## config.mk

```make
export PLATFORM = sky130hd
export DESIGN_NAME = seq_wr_port
export DESIGN_NICKNAME = d
export VERILOG_FILES = /design/src/rtl/seq_wr_pkg.sv /design/src/rtl/seq_wr_sync.sv /design/src/rtl/seq_wr_edge.sv /design/src/rtl/seq_wr_ptr.sv /design/src/rtl/seq_wr_ctrl.sv /design/src/rtl/seq_wr_port.sv
export SDC_FILE = /design/constraint.sdc
export NUM_CORES = 1
export LEC_CHECK = 0
export BUFFER_PORTS_ARGS = -buffer_cell sky130_fd_sc_hd__buf_4
export CAP_MARGIN = 30
export CORE_MARGIN = 2
export CORE_UTILIZATION = 47
export CTS_CLUSTER_DIAMETER = 200
export DETAILED_ROUTE_END_ITERATION = 10
export GPL_TIMING_DRIVEN = 0
export PLACE_DENSITY_LB_ADDON = 0.2
export SLEW_MARGIN = 20
export SYNTH_ARGS = -nofsm -noshare
export SYNTH_HDL_FRONTEND = slang
export SYNTH_SLANG_ARGS = --single-unit
```

## constraint.sdc

```tcl
create_clock -name clk_i -period 1.3 [get_ports clk_i]
set_input_delay 0.065 -clock clk_i [delete_from_list [all_inputs] [get_ports clk_i]]
set_output_delay 0.065 -clock clk_i [all_outputs]
set_load 0.1 [all_outputs]
```

## src/rtl/seq_wr_pkg.sv

```systemverilog
package seq_wr_pkg;
  typedef enum logic [0:0] {
    ST_IDLE = 1'b0,
    ST_HELD = 1'b1
  } wr_state_e;

  typedef struct packed {
    logic rise;
    logic fall;
  } strobe_evt_t;
endpackage

```

## src/rtl/seq_wr_sync.sv

```systemverilog
module seq_wr_sync #(
  parameter int W      = 1,
  parameter int STAGES = 2
) (
  input  logic         clk_i,
  input  logic         rst_ni,
  input  logic [W-1:0] d_i,
  output logic [W-1:0] q_o
);
  logic [W-1:0] stage_q [STAGES];

  for (genvar i = 0; i < STAGES; i++) begin : g_stage
    if (i == 0) begin : g_first
      always_ff @(posedge clk_i or negedge rst_ni) begin
        if (!rst_ni) stage_q[i] <= '0;
        else         stage_q[i] <= d_i;
      end
    end else begin : g_next
      always_ff @(posedge clk_i or negedge rst_ni) begin
        if (!rst_ni) stage_q[i] <= '0;
        else         stage_q[i] <= stage_q[i-1];
      end
    end
  end

  assign q_o = stage_q[STAGES-1];
endmodule

```

## src/rtl/seq_wr_edge.sv

```systemverilog
module seq_wr_edge (
  input  logic                     clk_i,
  input  logic                     rst_ni,
  input  logic                     lvl_i,
  output seq_wr_pkg::strobe_evt_t  evt_o
);
  logic prev_q;

  always_ff @(posedge clk_i or negedge rst_ni) begin
    if (!rst_ni) prev_q <= 1'b0;
    else         prev_q <= lvl_i;
  end

  assign evt_o.rise = lvl_i & ~prev_q;
  assign evt_o.fall = ~lvl_i & prev_q;
endmodule

```

## src/rtl/seq_wr_ptr.sv

```systemverilog
module seq_wr_ptr #(
  parameter int ADDR_W = 4
) (
  input  logic              clk_i,
  input  logic              rst_ni,
  input  logic              clr_i,
  input  logic              step_i,
  output logic [ADDR_W-1:0] ptr_o,
  output logic [ADDR_W-1:0] nxt_o,
  output logic              full_o
);
  localparam logic [ADDR_W-1:0] LAST = '1;

  logic [ADDR_W-1:0] ptr_q;
  logic              full_q;

  assign nxt_o = ptr_q + 1'b1;

  always_ff @(posedge clk_i or negedge rst_ni) begin
    if (!rst_ni) begin
      ptr_q  <= '0;
      full_q <= 1'b0;
    end else if (clr_i) begin
      ptr_q  <= '0;
      full_q <= 1'b0;
    end else if (step_i) begin
      ptr_q <= nxt_o;
      if (ptr_q == LAST) full_q <= 1'b1;
    end
  end

  assign ptr_o  = ptr_q;
  assign full_o = full_q;
endmodule

```

## src/rtl/seq_wr_ctrl.sv

```systemverilog
module seq_wr_ctrl #(
  parameter int DATA_W = 8,
  parameter int ADDR_W = 4
) (
  input  logic                     clk_i,
  input  logic                     rst_ni,
  input  logic                     clr_i,
  input  logic                     pre_inc_i,
  input  seq_wr_pkg::strobe_evt_t  evt_i,
  input  logic [DATA_W-1:0]        data_i,
  input  logic                     full_i,
  input  logic [ADDR_W-1:0]        ptr_i,
  input  logic [ADDR_W-1:0]        nxt_i,
  output logic                     step_o,
  output logic                     ram_we_o,
  output logic [ADDR_W-1:0]        ram_addr_o,
  output logic [DATA_W-1:0]        ram_data_o
);
  import seq_wr_pkg::*;

  wr_state_e         state_q;
  logic [DATA_W-1:0] lat_q;
  logic              take;
  logic              issue;
  logic              we_q;
  logic [ADDR_W-1:0] addr_q;
  logic [DATA_W-1:0] wdat_q;

  // clear wins over both events; a full pointer refuses new bytes
  assign take  = evt_i.rise && !full_i && !clr_i;
  assign issue = evt_i.fall && (state_q == ST_HELD) && !clr_i;

  always_ff @(posedge clk_i or negedge rst_ni) begin
    if (!rst_ni) begin
      state_q <= ST_IDLE;
      lat_q   <= '0;
    end else if (clr_i) begin
      state_q <= ST_IDLE;
    end else if (take) begin
      state_q <= ST_HELD;
      lat_q   <= data_i;
    end else if (issue) begin
      state_q <= ST_IDLE;
    end
  end

  always_ff @(posedge clk_i or negedge rst_ni) begin
    if (!rst_ni) begin
      we_q   <= 1'b0;
      addr_q <= '0;
      wdat_q <= '0;
    end else begin
      we_q <= issue;
      if (issue) begin
        addr_q <= pre_inc_i ? nxt_i : ptr_i;
        wdat_q <= lat_q;
      end
    end
  end

  assign step_o     = issue;
  assign ram_we_o   = we_q;
  assign ram_addr_o = addr_q;
  assign ram_data_o = wdat_q;
endmodule

```

## src/rtl/seq_wr_port.sv

```systemverilog
module seq_wr_port #(
  parameter int DATA_W      = 8,
  parameter int ADDR_W      = 4,
  parameter int SYNC_STAGES = 2
) (
  input  logic              clk_i,
  input  logic              rst_ni,
  input  logic              clr_i,
  input  logic              pre_inc_i,
  input  logic              stb_i,
  input  logic [DATA_W-1:0] data_i,
  output logic              ram_we_o,
  output logic [ADDR_W-1:0] ram_addr_o,
  output logic [DATA_W-1:0] ram_data_o,
  output logic [ADDR_W-1:0] ptr_o,
  output logic              full_o
);
  localparam int SYNC_W = DATA_W + 1;

  logic [SYNC_W-1:0]        sync_d;
  logic [SYNC_W-1:0]        sync_q;
  seq_wr_pkg::strobe_evt_t  evt;
  logic                     step;
  logic [ADDR_W-1:0]        ptr;
  logic [ADDR_W-1:0]        nxt;
  logic                     full;

  assign sync_d = {stb_i, data_i};

  seq_wr_sync #(.W(SYNC_W), .STAGES(SYNC_STAGES)) u_sync (
    .clk_i  (clk_i),
    .rst_ni (rst_ni),
    .d_i    (sync_d),
    .q_o    (sync_q)
  );

  seq_wr_edge u_edge (
    .clk_i  (clk_i),
    .rst_ni (rst_ni),
    .lvl_i  (sync_q[SYNC_W-1]),
    .evt_o  (evt)
  );

  seq_wr_ptr #(.ADDR_W(ADDR_W)) u_ptr (
    .clk_i  (clk_i),
    .rst_ni (rst_ni),
    .clr_i  (clr_i),
    .step_i (step),
    .ptr_o  (ptr),
    .nxt_o  (nxt),
    .full_o (full)
  );

  seq_wr_ctrl #(.DATA_W(DATA_W), .ADDR_W(ADDR_W)) u_ctrl (
    .clk_i      (clk_i),
    .rst_ni     (rst_ni),
    .clr_i      (clr_i),
    .pre_inc_i  (pre_inc_i),
    .evt_i      (evt),
    .data_i     (sync_q[DATA_W-1:0]),
    .full_i     (full),
    .ptr_i      (ptr),
    .nxt_i      (nxt),
    .step_o     (step),
    .ram_we_o   (ram_we_o),
    .ram_addr_o (ram_addr_o),
    .ram_data_o (ram_data_o)
  );

  assign ptr_o  = ptr;
  assign full_o = full;
endmodule

```

==> results by group <==
Status
  – Status: finished, violations left
  – Failing checks: negative setup slack

Worst setup path
  – Slowest Stage Delay on Critical Path: between 400 and 500 ps
  – Critical Path Source Type: flip-flop
  – R2r worst-path depth: 4
  – CP Class: reg2reg
  – Launch point of the worst path: u_sync.q_o[8]$_DFF_PN0_
  – CP arrival: approximately 1700 ps
  – Stages on worst setup path: 4
  – Crit-path max FO: 8
  – CP required: approximately 1600 ps
  – Crit Reg-Reg Startpoint: u_sync.q_o[8]$_DFF_PN0_
  – Slowest stage cell on the critical path: dfrtp_1
  – Crit-path leading delay family: flip-flops
  – Crit-path cells: nor4bb_4 > buf_6 > buf_6 > mux2_4
  – Worst path most repeated cell: buf_6
  – Crit. End Element: flip-flop
  – WP buf/inv: 2

Timing
  – Post-route minimum period: ~1400 ps
  – Max-slew violations: 0
  – Clock Skew: roughly 12 ps
  – Final hold viol count: 0
  – Hold_ws: 44.8 ps
  – Setup violators final: 20
  – PnR worst setup slack: -127 ps
  – Relative slew slack: between 60% and 70%
  – Maximum clock rate: between 0.7 and 0.8 GHz
  – Worst-Margin Slew: between 500 and 600 ps
  – RSZ-0062 raised after global routing: yes
  – Tcrit/Tclk final: 110%

Route
  – Drt total wl: ~2900 µm
  – Post-route ant nets: 0
  – Via density: between 4 and 5
  – WL per Instance: 14.3 µm
  – Via count of the routed design: 985
  – Remaining DRCs: 0
  – 1st-pass router iterations: 4
  – Initial drt markers: between 50 and 60

Global route
  – Grt total ovfl: 0
  – Antenna violations before repair: 0
  – Largest net degree at the start of global routing: 47
  – First-pass GRT wire length: ~5000 µm
  – Number of global-route vias before repair: 1,080
  – GRT Resource Usage Total: approximately 17%

Synthesis
  – Sequential area share after synthesis: 72.4%
  – Mapped Area: ~1600 µm²
  – Synth cell types: 23
  – Area leader, netlist: dfrtp_1
  – Syn_area_per_cell: ~16 µm²
  – Post-synthesis register bit count: 46
  – Ranking of synthesized cells by area: dfrtp_1 72%, mux2_2 11%, xor2_1 2.2%
  – Cell count after synthesis: 99
  – Synth top area share: 72.4%
  – Synth warnings: 0
  – Syn Nets: around 110

Layout
  – Area Overhead vs Synth: 40.2%
  – NumNets Final: about 170
  – Fillers: approximately 230
  – Final std cells w/o fill: around 200
  – Area of the multi-input gates: around 480 µm²
  – Layout cells sized above 1: 48.4%
  – FF/Latch Area: 1170 µm²
  – N_diodes: 0

Power
  – Worst vdd ir: 0.00112 V
  – Total power: 4.07 mW
  – Leakage: a little over 1 nW
  – PwrDens: between 1500 and 2000 nW/µm²

CTS
  – Htree depth: 2
  – Clk sink count: 46
  – Clock Path Buffers: 2
  – Clock-pin slew on the worst setup and hold paths: about 130 ps
  – Clk_lat worst skew: between 300 and 400 ps
  – Clock Root Buffer: clkbuf_4
  – Num CTS Buffers: 5
  – CTS tree: built

Die
  – Die area: 3860 µm²
  – Chip width: just over 60 µm
  – Die height: 62.1 µm
  – Io pins: 31
  – Core Rows: 21
  – Effective utilization at floorplan: just under 50%
  – Core Box Area: ~3300 µm²

Placed design
  – Number of I/O port buffers: 29
  – RD Place Congestion: 0.737
  – DP Wirelength: roughly 1800 µm
  – Placed insts: between 150 and 200
  – Pre-CTS setup slack: -363 ps

Hold path
  – HP Class: in2reg
  – Min-Delay Path Depth: 3
  – Hold_sp: pre_inc_i

Run
  – Max_cap viols: 0
metal layers:
layer / share of wire, % / track usage (%) / vias to the layer above / routed length [µm]
met2: 52 / 27.3 / 34 / 1510
met3: 5.2 / 5.07 / 6 / 149
met5: 0 / 0 / - / 0
met1: 41 / 21.8 / 497 / 1190
met4: 1.3 / 6.67 / 0 / 36
li1: - / - / 448 / -
cell usage after synthesis:
master	n
a21oi_1	5
a31o_2	1
buf_4	2
buf_6	1
dfrtp_1	46
ha_1	1
inv_1	1
mux2_1	1
mux2_2	15
mux2i_1	2
nand2_1	2
nand3_1	1
nand3b_1	1
nand4_1	1
nand4b_1	1
nor2_1	8
nor4b_4	1
nor4bb_1	1
o21a_1	1
o21ai_0	1
or3_1	1
xnor2_1	1
xor2_1	4
power breakdown:
| part | switching (mW) | internal (mW) |
|---|---|---|
| Combinational | 1.11 | 0.389 |
| Clock | 0.423 | 0.406 |
| Sequential | 0.115 | 1.63 |
| Total | 1.64 | 2.43 |
what timing repair did:
action / in CTS / in global routing
setup endpoints to repair: 22 / 21
setup buffers: 7 / 1
pin swaps: 4 / 1
hold buffers: 11 / 0
resized for setup: 8 / 9
endpoints found under the hold margin: 60 / 0
kinds of logic after synthesis:
kind of cell	Yosys count	share of synthesized area (%)
AO/OA/AOI/OAI	8	2.91
flip-flops	46	72.4
adder cells (fa/ha/maj)	1	0.787
AND/OR/NAND/NOR	17	6.61
XOR/XNOR	5	2.76
buffers and inverters	4	1.89
multiplexers	18	12.6
worst paths after layout:
path,to,slack (ps)
setup / recovery,u_ctrl.ram_data_o[6]$_DFFE_PN0P_,-130
hold / removal,u_ctrl.ram_addr_o[0]$_DFFE_PN0P_,40
setup reg to reg,u_ctrl.ram_data_o[6]$_DFFE_PN0P_,-130
hold reg to reg,u_sync.q_o[3]$_DFF_PN0_,360
max in group asynchronous,u_ptr.ptr_o[1]$_DFFE_PN0P_,640
min in group asynchronous,u_ctrl.ram_data_o[6]$_DFFE_PN0P_,230
layout by cell type (no fill, tap or decap), types with 2 or more instances in the layout:
cell,n
a21oi_1,4
buf_4,34
buf_6,5
clkbuf_4,5
dfrtp_1,41
dfrtp_4,4
dlygate4sd3_1,11
mux2_2,7
mux2_4,9
mux2i_1,2
nand2_1,2
nor2_1,7
xor2_1,4
worst reg2reg max path, stage by stage, from the launching register on:
cell	delay, ps
dfrtp_1	460
nor4bb_4	300
buf_6	180
buf_6	120
mux2_4	290
final cells by class:
class,count,area share [%]
timing repair buffer,48,18.3
multi-input combinational,49,21.5
inverter,1,0.168
tap,46,2.58
clock buffer,6,1.85
clock inverter,2,1.68
buffer,3,1.52
sequential,46,52.4
state kept, by name, summed over array words and instances (netlist names):
| signal | cells |
|---|---|
| u_ctrl.lat_q | 8 |
| u_ctrl.ram_addr_o | 4 |
| u_ctrl.ram_data_o | 8 |
| u_ctrl.ram_we_o | 1 |
| u_ctrl.state_q | 1 |
| u_edge.prev_q | 1 |
| u_ptr.full_o | 1 |
| u_ptr.ptr_o | 4 |
| u_sync.q_o | 9 |
| u_sync.stage_q | 9 |
metrics by stage:
step / cell area, µm² / utilization (%) / setup TNS [ps]
2_1_floorplan: 1630 / - / -2730
3_3_place_gp: 1900 / 57.9 / -3260
3_5_place_dp: 1900 / 57.9 / -3910
4_1_cts: 2180 / 66.5 / -2000
5_1_grt: 2230 / 67.8 / -2720
6_report: 2230 / 67.8 / -1610
Power figures use the tool's default switching activity.
